--- src/rtl/mesi_snoop_ctrl.sv ---
module mesi_snoop_ctrl #(
  parameter int ADDR_W = 8,
  parameter int DATA_W = 16,
  parameter int IDX_W  = 2
) (
  input  logic              clk,
  input  logic              rst_n,
  input  logic              cpu_req,
  input  logic              cpu_we,
  input  logic [ADDR_W-1:0] cpu_addr,
  input  logic [DATA_W-1:0] cpu_wdata,
  output logic              cpu_ack,
  output logic [DATA_W-1:0] cpu_rdata,
  output logic              bus_req,
  input  logic              bus_gnt,
  input  logic              bus_done,
  output logic [1:0]        bus_cmd,
  output logic [ADDR_W-1:0] bus_addr,
  output logic [DATA_W-1:0] bus_wdata,
  input  logic [DATA_W-1:0] bus_rdata,
  input  logic              bus_shared_in,
  input  logic              snoop_valid,
  input  logic [1:0]        snoop_cmd,
  input  logic [ADDR_W-1:0] snoop_addr,
  output logic              snoop_shared,
  output logic              snoop_flush,
  output logic [DATA_W-1:0] snoop_data
);
  localparam int NL    = 1 << IDX_W;
  localparam int TAG_W = ADDR_W - IDX_W;

  localparam logic [1:0] ST_I = 2'd0, ST_S = 2'd1, ST_E = 2'd2, ST_M = 2'd3;
  localparam logic [1:0] C_WB = 2'd0, C_RD = 2'd1, C_RDX = 2'd2, C_UPG = 2'd3;
  localparam logic [1:0] P_IDLE = 2'd0, P_WB = 2'd1, P_XACT = 2'd2;

  logic [NL-1:0][1:0]        st;
  logic [NL-1:0][TAG_W-1:0]  tg;
  logic [NL-1:0][DATA_W-1:0] dat;
  logic [1:0] phase, pcmd;

  logic [IDX_W-1:0] cidx, sidx;
  logic [TAG_W-1:0] ctag, stag;
  logic [1:0] cst, sst;
  logic chit, shit, sblock, xfer;

  assign cidx = cpu_addr[IDX_W-1:0];
  assign ctag = cpu_addr[ADDR_W-1:IDX_W];
  assign sidx = snoop_addr[IDX_W-1:0];
  assign stag = snoop_addr[ADDR_W-1:IDX_W];
  assign cst  = st[cidx];
  assign sst  = st[sidx];

  assign chit   = (cst != ST_I) && (tg[cidx] == ctag);
  assign shit   = snoop_valid && (snoop_cmd != C_WB) && (sst != ST_I) && (tg[sidx] == stag);
  assign sblock = snoop_valid && (sidx == cidx);

  assign cpu_ack   = (phase == P_IDLE) && cpu_req && !sblock && chit && (!cpu_we || cst[1]);
  assign cpu_rdata = dat[cidx];

  assign bus_req   = (phase == P_XACT) || ((phase == P_WB) && (cst == ST_M));
  assign bus_cmd   = (phase == P_WB) ? C_WB : pcmd;
  assign bus_addr  = (phase == P_WB) ? {tg[cidx], cidx} : cpu_addr;
  assign bus_wdata = dat[cidx];
  assign xfer      = bus_req && bus_gnt && bus_done;

  assign snoop_shared = shit && (snoop_cmd == C_RD);
  assign snoop_flush  = shit && (sst == ST_M) && (snoop_cmd != C_UPG);
  assign snoop_data   = dat[sidx];

  always_ff @(posedge clk) begin
    if (!rst_n) begin
      st    <= '0;
      tg    <= '0;
      dat   <= '0;
      phase <= P_IDLE;
      pcmd  <= C_RD;
    end else begin
      case (phase)
        P_IDLE: begin
          if (cpu_req && !sblock) begin
            if (cpu_ack) begin
              if (cpu_we) begin
                dat[cidx] <= cpu_wdata;
                st[cidx]  <= ST_M;
              end
            end else if (chit) begin
              pcmd  <= C_UPG;
              phase <= P_XACT;
            end else begin
              pcmd  <= cpu_we ? C_RDX : C_RD;
              phase <= (cst == ST_M) ? P_WB : P_XACT;
            end
          end
        end
        P_WB: begin
          if (cst != ST_M) begin
            phase <= P_XACT;
          end else if (xfer) begin
            st[cidx] <= ST_I;
            phase    <= P_XACT;
          end
        end
        P_XACT: begin
          if (xfer) begin
            phase <= P_IDLE;
            case (pcmd)
              C_UPG: st[cidx] <= ST_M;
              C_RDX: begin
                tg[cidx]  <= ctag;
                dat[cidx] <= bus_rdata;
                st[cidx]  <= ST_M;
              end
              default: begin
                tg[cidx]  <= ctag;
                dat[cidx] <= bus_rdata;
                st[cidx]  <= bus_shared_in ? ST_S : ST_E;
              end
            endcase
          end else if ((pcmd == C_UPG) && shit && (sidx == cidx) && snoop_cmd[1]) begin
            pcmd <= C_RDX;
          end
        end
        default: phase <= P_IDLE;
      endcase
      if (shit) st[sidx] <= (snoop_cmd == C_RD) ? ST_S : ST_I;
    end
  end
endmodule

--- config.mk ---
export PLATFORM = sky130hd
export DESIGN_NAME = mesi_snoop_ctrl
export DESIGN_NICKNAME = d
export VERILOG_FILES = /design/src/rtl/mesi_snoop_ctrl.sv
export SDC_FILE = /design/constraint.sdc
export NUM_CORES = 1
export LEC_CHECK = 0
export CAP_MARGIN = 20
export CORE_MARGIN = 2
export CORE_UTILIZATION = 52
export CTS_BUF_LIST = sky130_fd_sc_hd__clkbuf_16
export DETAILED_ROUTE_END_ITERATION = 16
export GPL_TIMING_DRIVEN = 0
export PLACE_DENSITY = 0.81
export SETUP_SLACK_MARGIN = 0.5
export SLEW_MARGIN = 20
export SYNTH_ARGS = -nofsm -noshare
export SYNTH_HDL_FRONTEND = slang
export SYNTH_SLANG_ARGS = --single-unit
--- constraint.sdc ---
create_clock -name clk -period 3.32 [get_ports clk]
set_input_delay 0.664 -clock clk [delete_from_list [all_inputs] [get_ports clk]]
set_output_delay 0.664 -clock clk [all_outputs]
set_load 0.02 [all_outputs]
=== Yosys cells after proc, flatten, opt, wreduce, memory -nomap -nowiden ===
Cells that the tools add are included.

* Register bits after elaboration: 100
* Logic and storage cells: 138
* Input port bits: 58
* Output and inout port bits: 62

* Bitwise operators: 4
* $lt $le $gt $ge: 4
* Reductions and logical operators: 35
* Eq/ne operators: 21
* Mux-type cells: 60

{| class="wikitable"
|+ Operators with widths
! kind !! count
|-
| 64-bit 2-to-1 mux || 5
|-
| 64-bit bitwise mux || 2
|-
| 64-bit one-hot mux with 2 select lines || 1
|-
| 8-bit 2-to-1 mux || 10
|-
| 16-bit binary-select mux with 2-bit select || 2
|-
| 16-bit 2-to-1 mux || 3
|-
| 2-bit 2-to-1 mux || 19
|-
| 16-bit demux with 2-bit select || 1
|-
| 6-bit binary-select mux with 2-bit select || 2
|-
| 24-bit bitwise mux || 1
|-
| 8-bit one-hot mux with 3 select lines || 1
|-
| 1-bit logical AND || 21
|-
| 6-bit 2-to-1 mux || 3
|-
| 8-bit bitwise mux || 2
|-
| 2-bit inequality test (second input constant) || 8
|-
| 6-bit demux with 2-bit select || 1
|-
| 6-bit == test || 2
|-
| 2-bit == test (second input constant) || 5
|-
| 8-bit bitwise AND || 1
|-
| 2-bit binary-select mux with 2-bit select || 2
|-
| 2-bit demux with 2-bit select || 2
|-
| 8-bit NOT || 1
|-
| 8-bit bitwise OR || 1
|-
| 2-bit nonzero test || 4
|-
| other kinds (18) || 24
|}

=== Depth between registers and ports, before layout ===
Gate-level depths: netlist of the first run.

* Depth in word-level cells: 13
* Depth in mapped cells: 9
* Mapped depth without buffers: 6

=== Least setup slack after synthesis of the first run ===
Ideal clock, no wire load.

* Path type: input -> output
* Start: in snoop_addr[0]
* End: out snoop_flush
* Buffers on the path: 2
* Data required time: 2656 ps
* Path slack: -16 ps
* Arrival: 2672 ps
* Cell stages on the path: 7
* Cell sequence: buf_2 buf_2 mux4_2 xor2_1 nor2_1 nand4_1 a211oi_1

* Cells in the longest elaborated chain, start to end: 7

{| class="wikitable"
|+ Ends and longest elaborated chain
! what !! RTL line !! source
|-
| from (decl) || 24 || <nowiki>input logic [ADDR_W-1:0] snoop_addr,</nowiki>
|-
| branches (longest 5 deep; another with 6-bit binary-select mux with 2-bit select) || n/a ||
|-
| 1-bit logical AND (*) (2 in series) || 67 || <nowiki>assign snoop_flush = shit && (sst == ST_M) && (snoop_cmd != C_UPG);</nowiki>
|-
| to (decl) || 26 || <nowiki>output logic snoop_flush,</nowiki>
|}

Every way passes the cells marked *. The select of a mux whose other input is x is not followed.

=== Final worst setup path of the first run ===
* Start: in cpu_addr[0]
* End: out cpu_ack

* Cells in the longest elaborated chain, start to end: 6

{| class="wikitable"
|+ Ends and longest elaborated chain
! what !! RTL line !! source
|-
| from (decl) || 10 || <nowiki>input logic [ADDR_W-1:0] cpu_addr,</nowiki>
|-
| 6-bit binary-select mux with 2-bit select (tied with other cells) || 53 || <nowiki>assign chit = (cst != ST_I) && (tg[cidx] == ctag);</nowiki>
|-
| 6-bit 2-to-1 mux (implied by the code) (tied with other cells) || 53 ||
|-
| 6-bit == test (tied with other cells) || 53 ||
|-
| 1-bit logical AND, on equally long branches || 53, 57 ||
|-
| 1-bit logical AND || 57 || <nowiki>assign cpu_ack = (phase == P_IDLE) && cpu_req && !sblock && chit && (!cpu_we || cst[1]);</nowiki>
|-
| 1-bit logical AND (*) || 57 ||
|-
| to (decl) || 12 || <nowiki>output logic cpu_ack,</nowiki>
|}

Mark *: on every way between the ends. The rest lies on a longest branch, timed or not. The select of a mux whose other input is x is not followed.

==> impl_metrics.tcl, run 1 <==
set metrics [dict create \
    outcome "finished, final reports clean" \
    vias_per_cell 6.703 \
    worstSetupPathType "input pin to primary output" \
    dr.pass1.iters 8 \
    grt_overflow 0 \
    p_leak_nw 3.343 \
    critPathCaptureType "primary output" \
    clock_sink_count 100 \
    hold_ws_ps 490.9 \
    powerDensity_nw_per_um2 361.8 \
    critical_path.most_common_cell "buf_12" \
    grt_pass1_wl_mm 31.19 \
    synthDistinctLibCells 50 \
    worstHoldPathType "flip-flop to flip-flop" \
    min_period_ps 3091 \
    die_w_um 111.1 \
    ctsHoldBuffers 0 \
    worst-path-max-fanout 5 \
    htreeDepth 3 \
    worstPathRequired_ps 2660 \
    setup_viol 0 \
    dp_hpwl_mm 13.31 \
    route.vias.total 5919 \
    grt.total_usage_pct 32.13 \
    fin_skew_ps 10.45 \
    rows 39 \
    clkSlewWorstSetupHoldPaths_ps 70 \
    synth_nets 619 \
    synth_seq_cells 100 \
    slew_violations 0 \
    cp_slowest_stage_delay_ps 570 \
    pin_count 120 \
    cts_tree "yes" \
    cts_root_buf "clkbuf_16" \
    portBuffers 116 \
    gp_congestion 0.9130 \
    clk_latency_ps 360 \
    drt_first_iter_violations 584 \
    start_kind "input pin" \
    rsz0062_at_grt "yes" \
    syn_avg_cell_area_um2 10.64 \
    fin_crit_sh_pct 93.11 \
    maxCapViolCount 0 \
    core_region_area_um2 11320 \
    slowest_stage "mux4_2" \
    power_w 0.003013 \
    floorplan.initialDensity_pct 52.71 \
    cp_cell_sequence "buf_12 -> buf_12 -> mux4_2 -> xnor2_4 -> o2111ai_4 -> nor2_2 -> and3_4 -> buf_6" \
    fin_util_pct 73.56 \
    drc 0 \
    wl_per_cell_um 24.84 \
    routed_wl_mm 21.93 \
    cts_made_buffers 9 \
    synth_top_area_cell "dfxtp_1" \
    drive_gt1_share_pct 31.62 \
    yosysWarningCount 0 \
    finalWorstSetupSlack_ps 228.8 \
    die_area_um2 12350 \
    yosysSeqAreaShare_pct 33.55 \
    synth-async-reset-ratio_pct 0 \
    grt_max_degree 18 \
    synth.area.top_cells "dfxtp_1 34%, mux4_2 17%, o221a_1 8.5%" \
    hold_viol 0 \
    pre_cts_slack_ps -1056 \
    max_freq_mhz 323.5 \
    netlist_instances 561 \
    clk_path_buf_depth 2 \
    synthFlopType "dfxtp_1" \
    antenna_found_initial 0 \
    slew_headroom_pct 54.37 \
    area_growth_pct 39.57 \
    synth_top_area_share_pct 33.55 \
    antenna_left 0 \
    die_h_um 111.1 \
    peakVddDrop_v 0.0002392 \
    nNetsFinal 793 \
    tightestPinTransition_ps 684.4 \
    grt_pass1_vias 5790 \
    n_antenna_cell 0 \
    reg2reg_slack_ps 510 \
    crit_arrival_ps 2430 \
    netlist_area_um2 5967 \
    synth_edf_count 0 \
]
-- where the power goes --
part / switching [W] / internal, W / leakage [nW]
Combinational: 0.000380 / 0.000333 / 2.40
Clock: 0.000509 / 0.000513 / 0.133
Sequential: 0.0000362 / 0.00124 / 0.810
Total: 0.000926 / 0.00209 / 3.34
-- synthesized netlist by cell type (5+ instances only) --
library cell	n
dfxtp_1	100
a21boi_0	8
clkbuf_1	25
nand3_1	31
a31oi_1	6
and2_1	7
nor2_1	15
o31ai_1	5
buf_4	18
nor2b_1	26
o221a_2	20
mux4_2	45
mux2i_1	23
and3_1	7
nand2_1	76
buf_2	11
buf_6	7
o221a_1	45
o21ai_0	14
xnor2_1	9
-- logic make-up (layout without fill, tap and decap cells) --
family,after synthesis,in the layout,synth area share (%)
AO/OA/AOI/OAI,120,120,19.96
XOR/XNOR,16,16,2.726
AND/OR/NAND/NOR,184,184,15.20
flip-flops,100,100,33.55
multiplexers,73,73,22.04
buffers and inverters,68,247,6.521
-- worst paths after layout --
check	from	to	cells after the start
min reg2reg	tg[12]	tg[12]	2
max reg2reg	tg[22]	st[3]	15
min	tg[12]	tg[12]	2
max	cpu_addr[0]	cpu_ack	8
-- metrics by stage --
stage	area, µm²	instances	TNS, ps
3_3_place_gp	7356	820	-43730
3_5_place_dp	7356	820	-51430
4_1_cts	8073	870	0
5_1_grt	8328	883	0
2_1_floorplan	6016	561	0
6_report	8328	883	0
-- worst max-delay path: cells and delay by family --
family | cells | cell delay, ps
buffers and inverters | 3 | 340
XOR/XNOR | 1 | 280
AND/OR/NAND/NOR | 2 | 390
AO/OA/AOI/OAI | 1 | 180
multiplexers | 1 | 570
-- state kept, by name, summed over array words and instances, names as in the netlist --
name   flops
tg        24
pcmd       2
st         8
phase      2
dat       64
-- placed cells by master, fill, tap and decap left out, types with 9 or more instances in the layout --
cell type        netlist  routed
o221a_2               20      20
clkbuf_16              0       9
nor2b_1               26      25
buf_6                  7      28
nand3_1               31      29
o21ai_0               14      14
buf_4                 18      47
clkdlybuf4s50_1        0      54
mux2i_1               23      22
dfxtp_1              100     100
nor2_1                15      11
o221a_1               45      45
mux4_2                45      46
clkbuf_1              25      19
nand2_1               76      76
buf_12                 0       9
buf_2                 11      13
dlygate4sd2_1          0      30
-- routing by layer --
layer  vias to the layer above  routed length (µm)  global-route usage [%]
li1                       2503                   -                       -
met1                      2844                7835                   37.83
met2                       453               10820                   55.79
met3                       119                1981                   6.178
met4                         0                1295                   16.71
met5                         -                   0                       0
-- cell type report --
cell class,instances,area [µm²]
multi-input cells,393,3769
fillers,750,2993
flip-flops and latches,100,2002
repair buffers,163,1584
plain buffers,65,505.5
clock buffers,9,225.2
well taps,143,178.9
clock inverters,7,52.55
inverters,3,11.26
-- timing repair --
item / 4_1_cts / 5_1_grt
buffers inserted: 32 / 13
resized for setup: 167 / 58
setup endpoints to repair: 139 / 61
pin swaps: 9 / 19
hold endpoints to repair: 0 / 0
cloned: 2 / 0
Power figures use the tool's default switching activity.
==> inputs of run 2 (changes only) <==
- CORE_MARGIN: 2 -> not set
==> run 2 against run 1 <==
Effect of this change: total power is 0.68% higher; worst setup slack worse by 18 ps; global-route usage is 0.44 points higher; sequential power hardly changed; clock skew hardly changed; first-iteration DRC count is 9.1% lower; hold slack better by 4.5 ps; largest cell class unchanged.
==> impl_metrics.tcl, run 2 (synthesis gave the netlist of run 1 again) <==
set metrics [dict create \
    powerDensity_nw_per_um2 366.3 \
    switching_share_pct 29.17 \
    cts_tree "yes" \
    grt_max_degree 17 \
    critPathCaptureType "primary output" \
    die_area_um2 11910 \
    tns_ps 0 \
    wl_per_cell_um 22.99 \
    slowest_stage "mux4_2" \
    pin_count 120 \
    clock_sink_count 100 \
    layout_commonest_cell "dfxtp_1" \
    slew_headroom_pct 53.09 \
    floorplan.initialDensity_pct 54.09 \
    grt_pass1_wl_mm 29.16 \
    largest_reg_flops 64 \
    dp_hpwl_mm 12.95 \
    layout.cells.non_filler 878 \
    peakVddDrop_v 0.0003968 \
    multi_input_area_um2 3745 \
    route.vias.total 5809 \
    placedCellCount 817 \
    maxCapViolCount 0 \
    grt.total_usage_pct 32.57 \
    drt_first_iter_violations 531 \
    rows 38 \
    core_region_area_um2 11030 \
    worstSetupPathType "input pin to primary output" \
    rsz0062_at_grt "yes" \
    critical_path.most_common_cell "buf_6" \
    vias_per_cell 6.616 \
    cp_slowest_stage_delay_ps 530 \
    area_growth_pct 38.77 \
    nNetsFinal 791 \
    place_area_um2 7352 \
    clkSlewWorstSetupHoldPaths_ps 70 \
    combPwrFrac_pct 22.7 \
    max_freq_mhz 321.6 \
    worst-path-max-fanout 5 \
    tightestPinTransition_ps 702.2 \
    p_leak_nw 3.351 \
    register_area_um2 2002 \
    worstHoldPathType "flip-flop to flip-flop" \
    die_w_um 109.1 \
    drive_gt1_share_pct 31.57 \
    fillCellCount 710 \
    fin_util_pct 75.07 \
    hold_viol 0 \
    cts_made_buffers 9 \
    internal_power_w 0.002149 \
    die_h_um 109.1 \
    crit_arrival_ps 2450 \
    setup_viol 0 \
    cp_cell_sequence "buf_12 -> buf_8 -> mux4_2 -> xor2_1 -> nor2_1 -> nand4_1 -> buf_6 -> a211oi_4 -> buf_6" \
    p_clk_share_pct 35.2 \
    grt_pass1_vias 5711 \
    start_kind "input pin" \
    drc 0 \
    portBuffers 116 \
    htreeDepth 3 \
    min_period_ps 3109 \
    n_antenna_cell 0 \
    clk_path_buf_depth 2 \
    worstPathRequired_ps 2660 \
    outcome "finished, final reports clean" \
    fin_crit_sh_pct 93.65 \
    dr.pass1.iters 5 \
    largest_register "dat" \
    gp_congestion 0.9193 \
    fin_area_um2 8280 \
    cts_root_buf "clkbuf_16" \
    fin_skew_ps 10.85 \
    antenna_found_initial 0 \
    antenna_left 0 \
    reg_top3 "dat x64, tg x24, st x8" \
    pwr-share-seq_pct 42.1 \
    grt_overflow 0 \
    slew_violations 0 \
    p_sw_w 0.0008849 \
    power_w 0.003034 \
    routed_wl_mm 20.18 \
    clk_latency_ps 350 \
    final_cell_mix "100 x dfxtp_1, 76 x nand2_1, 54 x clkdlybuf4s50_1" \
]
==> run 2: changes by cell type in the layout (fill, tap and decap cells not counted), moves of 4 or more <==
cell | previous run | this run
buf_4 | 47 | 42
buf_6 | 28 | 32
clkbuf_2 | 8 | 12
clkdlybuf4s15_1 | 8 | 4
==> run 2: routing by layer <==
metal | track usage [%] | up-vias | wire, µm
met5 | 0 | - | 0
met3 | 6.157 | 101 | 1719
met1 | 37.89 | 2814 | 7354
met2 | 57.41 | 390 | 10130
met4 | 15.44 | 0 | 977
li1 | - | 2504 | -
==> run 2: metrics by stage <==
stage / setup WS (ps) / hold WS (ps)
6_report: 210.8 / 495.4
2_1_floorplan: 296.2 / 448.7
3_5_place_dp: -1017 / 485.3
3_3_place_gp: -1009 / 462.0
4_1_cts: 342.7 / 496.6
5_1_grt: 165.7 / 521.1
==> run 2: worst max-delay path, delay by kind of cell <==
kind | cells | cell delay (ps)
AND/OR/NAND/NOR | 2 | 320
XOR/XNOR | 1 | 190
buffers and inverters | 4 | 540
AO/OA/AOI/OAI | 1 | 190
multiplexers | 1 | 530
==> run 2: worst paths after layout <==
path | from | endpoint | slack, ps | cells past startpoint
worst max-delay path | snoop_addr[0] | snoop_flush | 210 | 9
worst min-delay path | tg[13] | tg[13] | 500 | 2
worst max register to register | st[7] | pcmd[0] | 450 | 14
worst min register to register | tg[13] | tg[13] | 500 | 2
==> run 2: area by class of cell <==
type	instances	area share, %
multi-input combinational	393	45.23
clock buffer	9	2.720
sequential	100	24.18
timing repair buffer	161	18.74
inverter	3	0.1360
clock inverter	7	0.7857
tap	140	2.115
buffer	65	6.105
==> run 2: timing repair <==
action	in CTS	in global routing
resized for setup	176	56
pin swaps	11	20
hold buffers	0	0
endpoints found under the setup margin	140	69
endpoints found under the hold margin	0	0
cloned	2	0
setup buffers	33	10
==> run 2: power groups by stage <==
stage	combinational (W)	clock, W	sequential, W
finish	0.000689	0.00107	0.00128
global route	0.000723	0.00111	0.00128
CTS	0.000651	0.00106	0.00127
detailed placement	0.000607	0	0.00130
global placement	0.000595	0	0.00130
floorplan	0.000368	0	0.00129
